[src/rtl/insn_exc_pkg.sv]
package insn_exc_pkg;

  localparam int EXC_W = 3;
  localparam int FP_FLAG_W = 5;

  typedef enum logic [EXC_W-1:0] {
    EXC_NONE    = 3'd0,
    EXC_TRAP    = 3'd1,
    EXC_SLOT    = 3'd2,
    EXC_GENERAL = 3'd3,
    EXC_DIV     = 3'd4,
    EXC_FPU     = 3'd5
  } excCode_t;

  // Strobes from slot control to the classifying datapath
  typedef struct packed {
    logic accept;
    logic inSlot;
  } ctrlStrobes_t;

endpackage

[src/rtl/insn_exc_ctrl.sv]
module insn_exc_ctrl
  import insn_exc_pkg::*;
(
  input  logic         clk,
  input  logic         rstN,
  input  logic         flush,
  input  logic         insnValid,
  input  logic         isDelayBranch,
  input  logic         rawExc,
  output ctrlStrobes_t strobes,
  output logic         slotQ
);

  logic accept;
  logic slotNext;

  assign accept = insnValid && !flush;

  always_comb begin
    slotNext = slotQ;
    if (flush) begin
      slotNext = 1'b0;
    end else if (insnValid) begin
      // a faulting branch never opens a slot
      slotNext = isDelayBranch && !rawExc;
    end
  end

  always_ff @(posedge clk or negedge rstN) begin
    if (!rstN) slotQ <= 1'b0;
    else       slotQ <= slotNext;
  end

  assign strobes.accept = accept;
  assign strobes.inSlot = slotQ;

endmodule

[src/rtl/insn_exc_dp.sv]
module insn_exc_dp
  import insn_exc_pkg::*;
#(
  parameter int DATA_W = 32
) (
  input  logic                 clk,
  input  logic                 rstN,
  input  ctrlStrobes_t         strobes,
  input  logic                 isTrap,
  input  logic                 isPcModify,
  input  logic                 isLong,
  input  logic                 isBankRestore,
  input  logic                 isBankOp,
  input  logic                 isFpuOp,
  input  logic                 isDivSigned,
  input  logic                 isDivUnsigned,
  input  logic                 isUndefined,
  input  logic                 fpuPresent,
  input  logic                 bankPresent,
  input  logic                 fpuStandby,
  input  logic [DATA_W-1:0]    dividend,
  input  logic [DATA_W-1:0]    divisor,
  input  logic [FP_FLAG_W-1:0] fpStatus,
  input  logic [FP_FLAG_W-1:0] fpTrapEn,
  output logic                 rawExc,
  output logic                 excValid,
  output logic [EXC_W-1:0]     excType
);

  localparam logic [DATA_W-1:0] MOST_NEG = {1'b1, {(DATA_W-1){1'b0}}};
  localparam logic [DATA_W-1:0] MINUS_ONE = {DATA_W{1'b1}};

  logic fpuUsable, undefEff, anyDiv, restricted;
  logic slotIll, genIll, divExc, fpExc;
  excCode_t code;

  assign fpuUsable  = fpuPresent && !fpuStandby;
  assign undefEff   = isUndefined || (isFpuOp && !fpuUsable) || (isBankOp && !bankPresent);
  assign anyDiv     = isDivSigned || isDivUnsigned;
  assign restricted = undefEff || isPcModify || isLong || isBankRestore || anyDiv;

  assign slotIll = strobes.inSlot && restricted;
  assign genIll  = !strobes.inSlot && undefEff;
  assign divExc  = (anyDiv && (divisor == '0))
                || (isDivSigned && (dividend == MOST_NEG) && (divisor == MINUS_ONE));
  assign fpExc   = isFpuOp && |(fpStatus & fpTrapEn);

  always_comb begin
    if (slotIll)     code = EXC_SLOT;
    else if (genIll) code = EXC_GENERAL;
    else if (isTrap) code = EXC_TRAP;
    else if (divExc) code = EXC_DIV;
    else if (fpExc)  code = EXC_FPU;
    else             code = EXC_NONE;
  end

  assign rawExc = (code != EXC_NONE);

  always_ff @(posedge clk or negedge rstN) begin
    if (!rstN) begin
      excValid <= 1'b0;
      excType  <= EXC_NONE;
    end else if (strobes.accept) begin
      excValid <= rawExc;
      excType  <= code;
    end else begin
      excValid <= 1'b0;
      excType  <= EXC_NONE;
    end
  end

endmodule

[src/rtl/insn_exc_classifier.sv]
module insn_exc_classifier
  import insn_exc_pkg::*;
#(
  parameter int DATA_W = 32
) (
  input  logic              clk,
  input  logic              rstN,
  input  logic              flush,
  input  logic              insnValid,
  input  logic              isTrap,
  input  logic              isDelayBranch,
  input  logic              isPcModify,
  input  logic              isLong,
  input  logic              isBankRestore,
  input  logic              isBankOp,
  input  logic              isFpuOp,
  input  logic              isDivSigned,
  input  logic              isDivUnsigned,
  input  logic              isUndefined,
  input  logic              fpuPresent,
  input  logic              bankPresent,
  input  logic              fpuStandby,
  input  logic [DATA_W-1:0] dividend,
  input  logic [DATA_W-1:0] divisor,
  input  logic [4:0]        fpStatus,
  input  logic [4:0]        fpTrapEn,
  output logic              excValid,
  output logic [2:0]        excType,
  output logic              inSlot
);

  ctrlStrobes_t strobes;
  logic rawExc;

  insn_exc_ctrl uCtrl (
    .clk          (clk),
    .rstN         (rstN),
    .flush        (flush),
    .insnValid    (insnValid),
    .isDelayBranch(isDelayBranch),
    .rawExc       (rawExc),
    .strobes      (strobes),
    .slotQ        (inSlot)
  );

  insn_exc_dp #(.DATA_W(DATA_W)) uDp (
    .clk          (clk),
    .rstN         (rstN),
    .strobes      (strobes),
    .isTrap       (isTrap),
    .isPcModify   (isPcModify),
    .isLong       (isLong),
    .isBankRestore(isBankRestore),
    .isBankOp     (isBankOp),
    .isFpuOp      (isFpuOp),
    .isDivSigned  (isDivSigned),
    .isDivUnsigned(isDivUnsigned),
    .isUndefined  (isUndefined),
    .fpuPresent   (fpuPresent),
    .bankPresent  (bankPresent),
    .fpuStandby   (fpuStandby),
    .dividend     (dividend),
    .divisor      (divisor),
    .fpStatus     (fpStatus),
    .fpTrapEn     (fpTrapEn),
    .rawExc       (rawExc),
    .excValid     (excValid),
    .excType      (excType)
  );

endmodule

[config.mk]
export PLATFORM = sky130hd
export DESIGN_NAME = insn_exc_classifier
export DESIGN_NICKNAME = d
export VERILOG_FILES = /design/src/rtl/insn_exc_pkg.sv /design/src/rtl/insn_exc_ctrl.sv /design/src/rtl/insn_exc_dp.sv /design/src/rtl/insn_exc_classifier.sv
export SDC_FILE = /design/constraint.sdc
export NUM_CORES = 1
export LEC_CHECK = 0
export ABC_AREA = 1
export BUFFER_PORTS_ARGS = -buffer_cell sky130_fd_sc_hd__buf_4
export CORE_ASPECT_RATIO = 1.1
export CORE_UTILIZATION = 34
export CTS_CLUSTER_SIZE = 8
export DETAILED_ROUTE_END_ITERATION = 8
export HOLD_SLACK_MARGIN = 0.15
export PLACE_DENSITY = 0.94
export SLEW_MARGIN = 20
export SYNTH_ARGS = -nofsm -noshare
export SYNTH_HDL_FRONTEND = slang
export SYNTH_SLANG_ARGS = --single-unit
[constraint.sdc]
create_clock -name clk -period 2.4 [get_ports clk]
set_input_delay 0.6 -clock clk [delete_from_list [all_inputs] [get_ports clk]]
set_output_delay 0.6 -clock clk [all_outputs]
set_load 0.02 [all_outputs]
==> metrics.txt, run 1 <==
pwr dens=242 nW/um^2; Die H=51.1 um; number of diodes=0; Max transition margin=79.1%; Synth Area in Simple Gates=62.8%; root buffer cell=clkbuf_4; clock-pin slew on the worst setup and hold paths=0.05 ns; vias in the first global route=1,122; crit end category=output port; CP Buf/Inv Count=1; first-pass GRT wire length=4.02 mm; syn_area_per_cell=5.25 um^2; Critical Path Max Stage Delay=0.41 ns; DRT met1 WL=1.01 mm; largest family of logic cells by synthesized area=simple AND/OR/NAND/NOR gates; CP cell instances=buf_4; DRC Markers=0; Peak VDD IR=0.170 mV; final hold slack=0.566 ns; Worst-Skew Late Latency=0.24 ns; area of the multi-input gates=523 um^2; post-synthesis cell type count=23; initial antenna violation count=0; slowest CP cell=dfrtp_1; CP arrival=0.82 ns; Vias/cell=4.29; I/O Buffers=95; final hold violation count=0; Layout Utilization=74.9%; # Max-Cap Violations=0; Tot GR Track Use=22.6%; Clock Path Buffers=2; Die ar.=2390 um^2; register area=125 um^2; Area Overhead vs Synth=105%; Yosys Warn Count=0; final WL=2.55 mm; cells after synthesis=142; Seq pwr share=24.0%; Setup CP Type=register to output port; hold crit path type=register to register; Comb power frac=49.6%; Net Switching=0.101 mW; setup TNS=0 ns; CTS Sinks=5; RSZ-0062 raised after global routing=false; Clock Skew=0.00421 ns; Post-Syn Nets=233; grt total ovfl=0; status=finished, final reports clean; period utilisation layout=59.3%; critical path launch point=uCtrl.slotQ; #FFs+latches synth=5; clock network power share=26.4%; mux share of post-synthesis cell area=0%; xor-xnor portion of the synthesized cell area=0%; # IOs=96; met2 WL=1.39 mm; Critical Path RT=1.80 ns; Internal=0.270 mW; Final min period=1.42 ns; Seq/Total Area, Yosys=16.8%; sw frac=27.2%; clock buffer count from CTS=3; Fillers=187; Final setup viols=0; reg2reg start=uCtrl.slotQ; Starting Density=36.5%; Tightest Pin Transition=0.312 ns; H-tree Lvls=1; share of cells above drive strength 1=47.5%; First DRT Iteration DRCs=17; critical path launch point type=register; chip width=46.7 um; crit path max fanout=4; largest net degree at the start of global routing=6; Syn Std Cell Area=746 um^2; placer congestion estimate=0.808; Final nets=334; per-cell routed wire length=9.45 um; DR vias=1,157; Routed Antenna Nets=0; routed length on met3=141 um; Synth Area in Compound Gates=7.38%; leakage=0.851 nW; core area=2040 um^2; most common cell after layout, fill and taps aside=buf_4; Adder-Cell Fraction of Synth Area=0%; top layer in use=met4; CP top delay family=flip-flops; fmax=703 MHz; # rows=17; Max Transition Viols Final=0; HP Start=uCtrl.slotQ; CTS tree=done; commonest cells after routing, fill and taps aside=buf_4, nor2_1, nand2_1; Pre-antenna DRT Iters=5; Detail Placement HPWL=2.26 mm
flip-flops by register name, summed over array words and instances, names as in the netlist:
name          count
uDp.excType       3
uCtrl.slotQ       1
uDp.excValid      1
cells in the mapped netlist:
library cell | number | area share (%)
a22o_1 | 1 | 1.2
nand2_1 | 37 | 19
inv_2 | 5 | 2.5
or2_0 | 1 | 0.84
nand3b_1 | 1 | 1.0
clkinv_1 | 1 | 0.50
nand2_2 | 1 | 0.84
inv_1 | 20 | 10
nor3_2 | 3 | 4.0
nand4_1 | 4 | 3.4
nor2_1 | 39 | 20
o21ai_2 | 1 | 1.2
nor2_2 | 3 | 2.5
nor2_4 | 1 | 1.5
a21oi_1 | 3 | 2.0
o21bai_1 | 1 | 1.0
nand3_1 | 5 | 3.4
and2_0 | 1 | 0.84
nor3_1 | 2 | 1.3
and2_1 | 1 | 0.84
o21ai_1 | 3 | 2.0
dfrtp_1 | 5 | 17
nand3_2 | 3 | 4.0
stage by stage:
stage          setup WS [ns]  total power, mW  std cells  area (um^2)
6_report               0.978            0.371        270         1530
5_1_grt                0.951            0.403        270         1530
4_1_cts                0.981            0.372        270         1530
3_5_place_dp           0.838            0.273        265         1490
3_3_place_gp           0.830            0.269        265         1490
2_1_floorplan           1.05            0.142        142          746
final cells by class:
type                    instances  share of cell area [%]
repair buffers                 96                    47.3
multi-input cells             111                    34.2
flip-flops and latches          5                    8.18
inverters                      26                    6.38
well taps                      28                    2.29
clock buffers                   4                    1.72
power groups by stage:
stage | sequential, mW | clock, mW | combinational (mW)
detailed placement | 0.0901 | 0 | 0.182
CTS | 0.0889 | 0.0984 | 0.184
finish | 0.0891 | 0.0977 | 0.184
global route | 0.0892 | 0.110 | 0.203
global placement | 0.0898 | 0 | 0.179
floorplan | 0.0942 | 0 | 0.0480
cells by family after synthesis:
family / Yosys count
flops: 5
buf+inv: 26
compound gates: 9
simple gates: 102
path summary, 6_finish.rpt:
kind / end / slack [ns] / depth (start not counted)
max: inSlot / 0.98 / 1
min: uCtrl.slotQ / 0.57 / 2
max reg2reg: uDp.excValid / 1.38 / 6
min reg2reg: uCtrl.slotQ / 0.57 / 2
max in group asynchronous: uDp.excType[0] / 1.58 / 2
min in group asynchronous: uDp.excType[2] / 0.71 / 2
per-layer routing:
layer | track usage [%] | up-vias
li1 | - | 634
met4 | 9.52 | 0
met2 | 42.4 | 39
met1 | 23.7 | 482
met5 | 0 | -
met3 | 3.18 | 2
what timing repair did:
item / in CTS / in global routing
endpoints found under the hold margin: 5 / 0
hold buffers: 1 / 0
gates resized for setup: 0 / 0
buffers inserted: 0 / 0
Note: power is estimated with default switching activity, not from simulation.
==> run 2: changes to the inputs <==
--- a/config.mk
+++ b/config.mk
@@ -5,14 +5,14 @@
 export SDC_FILE = /design/constraint.sdc
 export NUM_CORES = 1
 export LEC_CHECK = 0
-export ABC_AREA = 1
+export ABC_AREA = 0
 export BUFFER_PORTS_ARGS = -buffer_cell sky130_fd_sc_hd__buf_4
 export CORE_ASPECT_RATIO = 1.1
-export CORE_UTILIZATION = 34
+export CORE_UTILIZATION = 28
 export CTS_CLUSTER_SIZE = 8
 export DETAILED_ROUTE_END_ITERATION = 8
 export HOLD_SLACK_MARGIN = 0.15
-export PLACE_DENSITY = 0.94
+export PLACE_DENSITY = 0.88
 export SLEW_MARGIN = 20
 export SYNTH_ARGS = -nofsm -noshare
 export SYNTH_HDL_FRONTEND = slang
==> constraint.sdc (replaced) <==
create_clock -name clk -period 1.49 [get_ports clk]
set_input_delay 0.3725 -clock clk [delete_from_list [all_inputs] [get_ports clk]]
set_output_delay 0.3725 -clock clk [all_outputs]
set_load 0.02 [all_outputs]
==> metrics.txt, run 2 <==
top post-synthesis cells by count=nor4_1, nand4_1, dfrtp_1, nand2_1; top cell type's share of synthesized area=20.2% (+0.61 points); vias in the first global route=1,136 (+1.2%); Pre-antenna DRT Iters=6 (+1); commonest cells after routing, fill and taps aside=buf_4, nor4_1, nand4_1; crit end category=register; biggest registers after layout=uDp.excType x3, uCtrl.slotQ x1, uDp.excValid x1; final WL=3.17 mm (+24%); Syn Std Cell Area=618 um^2 (-17%); Tot GR Track Use=24.4% (+1.8 points); DRC Markers=0 (unchanged); Die H=51.3 um (+0.30%); reg2reg start=uCtrl.slotQ; clock-pin slew on the worst setup and hold paths=0.04 ns (about the same); share of cells above drive strength 1=71.0% (+24 points); First DRT Iteration DRCs=22 (+5); largest net degree at the start of global routing=6 (unchanged); Critical Path Max Stage Delay=0.39 ns (-0.02 ns); per-cell routed wire length=15.0 um (+59%); # Max-Cap Violations=0 (unchanged); I/O Buffers=95 (unchanged); HP Start=flush; share of async-settable or async-resettable flops after synthesis=100% (unchanged); Max transition margin=74.7% (-4.5 points); Starting Density=30.3% (-6.2 points); Final setup viols=1 (+1); most common cell after layout, fill and taps aside=buf_4; max reg flops=3 (unchanged); CP cell instances=buf_4, nor4b_1, nand3_1, nor4_1, a41o_1, o32ai_2; chip width=46.8 um (+0.30%); Critical Path RT=1.61 ns (-0.19 ns); hold crit path type=input port to register; Final min period=1.54 ns; critical path launch point type=input port; failing checks=setup timing; DR vias=1,128 (-2.5%); Seq/Total Area, Yosys=20.2% (+3.5 points); # IOs=96 (unchanged); final worst slack=-0.0463 ns (-1.02 ns); pre-CTS setup slack=-0.323 ns (-1.16 ns); Setup CP Type=input port to register; pwr dens=391 nW/um^2 (+61%); core area=2040 um^2 (unchanged); RSZ-0062 raised after global routing=true; Post-Syn Nets=166 (-29%); CTS Sinks=5 (unchanged); EDFF count, synth=0 (unchanged); H-tree Lvls=1 (unchanged); final hold violation count=0 (unchanged); Routed Antenna Nets=0 (unchanged); #FFs+latches synth=5 (unchanged); setup TNS=-0.0463 ns (-0.0463 ns); Area Overhead vs Synth=161%; top-count cell post-synth=nor4_1; crit path max fanout=2 (-2); Largest Register=uDp.excType; grt total ovfl=0 (unchanged); flop-to-flop setup slack=0.09 ns (-1.29 ns); root buffer cell=clkbuf_4; Max Transition Viols Final=0 (unchanged); status=complete, but fails checks; post-synthesis cell type count=36 (+57%); period utilisation layout=103%; CP arrival=1.65 ns (+0.83 ns); syn_area_per_cell=8.24 um^2 (+57%); Clock Path Buffers=2 (unchanged); slowest CP cell=nor4b_1; Clock Skew=0.00336 ns (-0.000842 ns); worst hold endpoint=uCtrl.slotQ; fmax=651 MHz; Tightest Pin Transition=0.375 ns (+0.0629 ns); cells after synthesis=75 (-47%); clock buffer count from CTS=3 (unchanged); Detail Placement HPWL=2.50 mm (+11%); leakage=0.719 nW (-16%); initial antenna violation count=0 (unchanged); Vias/cell=5.35 (+25%); Final nets=275 (-18%); Worst-Skew Late Latency=0.25 ns (about the same); CTS tree=done; Reg2Reg Depth=4 (-2); final hold slack=0.360 ns (-0.206 ns); Peak VDD IR=0.374 mV (+120%); first-pass GRT wire length=4.32 mm (+7.6%); Die ar.=2400 um^2 (+0.60%); Yosys Warn Count=0 (unchanged); # rows=17 (unchanged); hold path depth=2 (unchanged); placer congestion estimate=0.841 (+4.1%); Layout Utilization=78.9% (+3.9 points); top cell type by total area after synthesis=dfrtp_1; Synth area leaders=dfrtp_1, nor4_1, nand4_1; number of diodes=0 (unchanged); FF-to-FF End=uCtrl.slotQ; top_reg_cell synth=dfrtp_1
==> run 2: cells by family after synthesis <==
family	Yosys count	synth area share [%]
AND/OR/NAND/NOR	56	61.1
AO/OA/AOI/OAI	12	17.4
flip-flops	5	20.2
buffers and inverters	2	1.21
==> run 2: cell type report <==
class / count / area [um^2]
clock buffer: 4 / 26.3
fill: 151 / 432
inverter: 2 / 7.51
multi-input combinational: 68 / 626
sequential: 5 / 125
tap: 28 / 35.0
timing repair buffer: 104 / 791
==> run 2: through the flow <==
stage,power (mW),area (um^2),instances
after floorplan,0.198,626,75
after global placement,0.420,1430,205
after detailed placement,0.428,1430,205
after CTS,0.612,1530,212
after global routing,0.661,1610,211
final,0.629,1610,211
==> run 2: worst max path at each step <==
stage                              from             end  slack (ns)  cells past startpoint
after floorplan            dividend[18]  uDp.excType[2]       -0.13                      4
after global placement     dividend[18]  uDp.excType[2]       -0.29                      5
after detailed placement     fpuStandby     uCtrl.slotQ       -0.32                      6
after CTS                 isDivUnsigned     uCtrl.slotQ       -0.02                      6
after global routing        dividend[0]     uCtrl.slotQ       -0.11                      6
final                       dividend[0]     uCtrl.slotQ       -0.05                      6
==> run 2: repair_timing <==
| item | in CTS | in global routing |
|---|---|---|
| endpoints found under the setup margin | 3 | 4 |
| buffers inserted | 2 | 0 |
| hold endpoints to repair | 5 | 0 |
| pin swaps | 3 | 6 |
| gates resized for setup | 7 | 16 |
| hold buffers | 1 | 0 |
==> run 2: layer usage <==
metal	track usage, %	routed length, um	vias up
met2	48.1	1830	69
met4	8.10	20	0
met5	0	0	-
li1	-	-	545
met3	3.53	270	2
met1	24.3	1040	512
==> run 2: power breakdown <==
part	switching, mW	internal (mW)	leakage [nW]	total, mW
clock network	0.0591	0.101	0.0150	0.161
logic	0.117	0.208	0.637	0.324
registers	0.00174	0.142	0.0667	0.144
==> run 2: worst max-delay path, delay by kind of cell <==
kind	cells	cell delay, ns
AND/OR/NAND/NOR	3	0.78
AO/OA/AOI/OAI	2	0.38
buffers and inverters	1	0.12
==> run 3: changes to the inputs <==
--- a/config.mk
+++ b/config.mk
@@ -13,6 +13,7 @@
 export DETAILED_ROUTE_END_ITERATION = 8
 export HOLD_SLACK_MARGIN = 0.15
 export PLACE_DENSITY = 0.88
+export REMOVE_ABC_BUFFERS = 1
 export SLEW_MARGIN = 20
 export SYNTH_ARGS = -nofsm -noshare
 export SYNTH_HDL_FRONTEND = slang
==> metrics.txt, run 3 (synthesis gave the netlist of run 2 again) <==
Max transition margin=76.4% (+1.7 points); critical path launch point type=input port; hold crit path type=input port to register; Pre-antenna DRT Iters=4 (-2); fmax=643 MHz (-1.2%); CP cell instances=buf_4, nor4b_1, nand3_1, nor4_1, a41o_1, o32ai_2; Tightest Pin Transition=0.351 ns (-0.0241 ns); initial antenna violation count=0 (unchanged); per-cell routed wire length=14.3 um (-5.0%); Vias/cell=5.34 (-0.15%); CP arrival=1.68 ns (+0.03 ns); # IOs=96 (unchanged); CP Buf/Inv Count=1 (unchanged); Worst-Skew Late Latency=0.25 ns (about the same); Clock Path Buffers=2 (unchanged); Reg2Reg Depth=4 (unchanged); # Max-Cap Violations=0 (unchanged); vias in the first global route=1,150 (+1.2%); grt total ovfl=0 (unchanged); Internal=0.458 mW (+1.4%); Seq pwr share=22.5% (-0.4 points); Critical Path Max Stage Delay=0.34 ns (-0.05 ns); chip width=46.8 um (unchanged); DR vias=1,153 (+2.2%); First DRT Iteration DRCs=4 (-82%); status=complete, but fails checks; CP top delay family=simple AND/OR/NAND/NOR gates; final hold slack=0.338 ns (-0.0226 ns); Area Overhead vs Synth=162%; RSZ-0062 raised after global routing=true; final hold violation count=0 (unchanged); root buffer cell=clkbuf_4; Post-Layout Cell Count=216 (+2.4%); placer congestion estimate=0.709 (-16%); CTS Sinks=5 (unchanged); Area after DPL=1460 um^2 (+2.1%); Die ar.=2400 um^2 (unchanged); clock buffer count from CTS=3 (unchanged); I/O Buffers=95 (unchanged); Final setup viols=3 (+2); Detail Placement HPWL=2.42 mm (-3.0%); period utilisation layout=104% (+1.2 points); commonest cells after routing, fill and taps aside=buf_4, nor4_1, nand4_1; final worst slack=-0.0643 ns (-0.0180 ns); DRC Markers=0 (unchanged); crit end category=register; Comb power frac=51.5% (about the same); Critical Path RT=1.62 ns (about the same); Routed Antenna Nets=0 (unchanged); leakage=0.736 nW (+2.4%); total power after layout=0.638 mW (+1.4%); Clock Skew=0.00557 ns (+0.00221 ns); final WL=3.08 mm (-2.7%); Largest Register=uDp.excType; biggest registers after layout=uDp.excType x3, uCtrl.slotQ x1, uDp.excValid x1; largest net degree at the start of global routing=6 (unchanged); clock-pin slew on the worst setup and hold paths=0.04 ns (about the same); Net Switching=0.180 mW (+1.4%); number of diodes=0 (unchanged); Final nets=280 (+1.8%); Tot GR Track Use=22.5% (-1.9 points); core area=2040 um^2 (unchanged); # rows=17 (unchanged); CTS tree=done; Peak VDD IR=0.277 mV (-26%); H-tree Lvls=1 (unchanged); stages on the worst setup path=6 (unchanged); pwr dens=394 nW/um^2 (+0.79%); share of cells above drive strength 1=70.2% (-0.83 points); Setup CP Type=input port to register; DP Cell Count=210 (+2.4%); most common cell after layout, fill and taps aside=buf_4; failing checks=setup timing; Max Transition Viols Final=0 (unchanged); sw frac=28.2% (about the same); Die H=51.3 um (unchanged); slowest CP cell=nor4b_1; Starting Density=30.3% (unchanged); crit path max fanout=2 (unchanged); hold path depth=2 (unchanged); first-pass GRT wire length=4.08 mm (-5.6%); max reg flops=3 (unchanged); Final Cell Area=1620 um^2 (+0.62%); Final min period=1.55 ns (+0.0180 ns); clock network power share=26.0% (+0.5 points)
==> run 3: power groups by stage <==
stage	Clock (mW)	Sequential (mW)	Combinational (mW)
final	0.166	0.144	0.328
after global routing	0.165	0.145	0.348
after CTS	0.166	0.144	0.300
after detailed placement	0	0.146	0.292
after global placement	0	0.146	0.282
after floorplan	0	0.154	0.0451
==> run 3: cell type report <==
type	count	area (um^2)
flip-flops and latches	5	125
well taps	28	35.0
inverters	2	7.51
multi-input cells	68	598
repair buffers	109	828
clock buffers	4	26.3
fillers	141	422
==> run 3: routing by layer <==
metal	up-vias	global-route usage, %	routed length (um)
met4	0	8.57	38
met1	528	20.2	1020
met3	4	1.06	176
met5	-	0	0
met2	64	47.7	1850
li1	557	-	-
==> run 3: what timing repair did <==
item,4_1_cts,5_1_grt
endpoints found under the hold margin,5,0
hold buffers,1,0
buffers inserted,0,1
setup endpoints to repair,3,3
resized for setup,6,14
pin swaps,3,7
==> run 3: final timing paths <==
kind                            slack [ns]              to        start
worst max-delay path                 -0.06     uCtrl.slotQ  dividend[0]
worst max register to register        0.14     uCtrl.slotQ  uCtrl.slotQ
worst min-delay path                  0.34     uCtrl.slotQ        flush
max in group asynchronous             0.92     uCtrl.slotQ         rstN
min in group asynchronous             0.47  uDp.excType[0]         rstN
worst min register to register        0.67     uCtrl.slotQ  uCtrl.slotQ
==> run 3: stage by stage <==
step / setup WS, ns / setup TNS [ns] / utilization (%)
2_1_floorplan: -0.137 / -0.245 / -
3_3_place_gp: -0.402 / -1.18 / 71.3
3_5_place_dp: -0.398 / -1.16 / 71.3
4_1_cts: 0.00125 / 0 / 74.9
5_1_grt: -0.183 / -0.404 / 79.4
6_report: -0.0643 / -0.0809 / 79.4
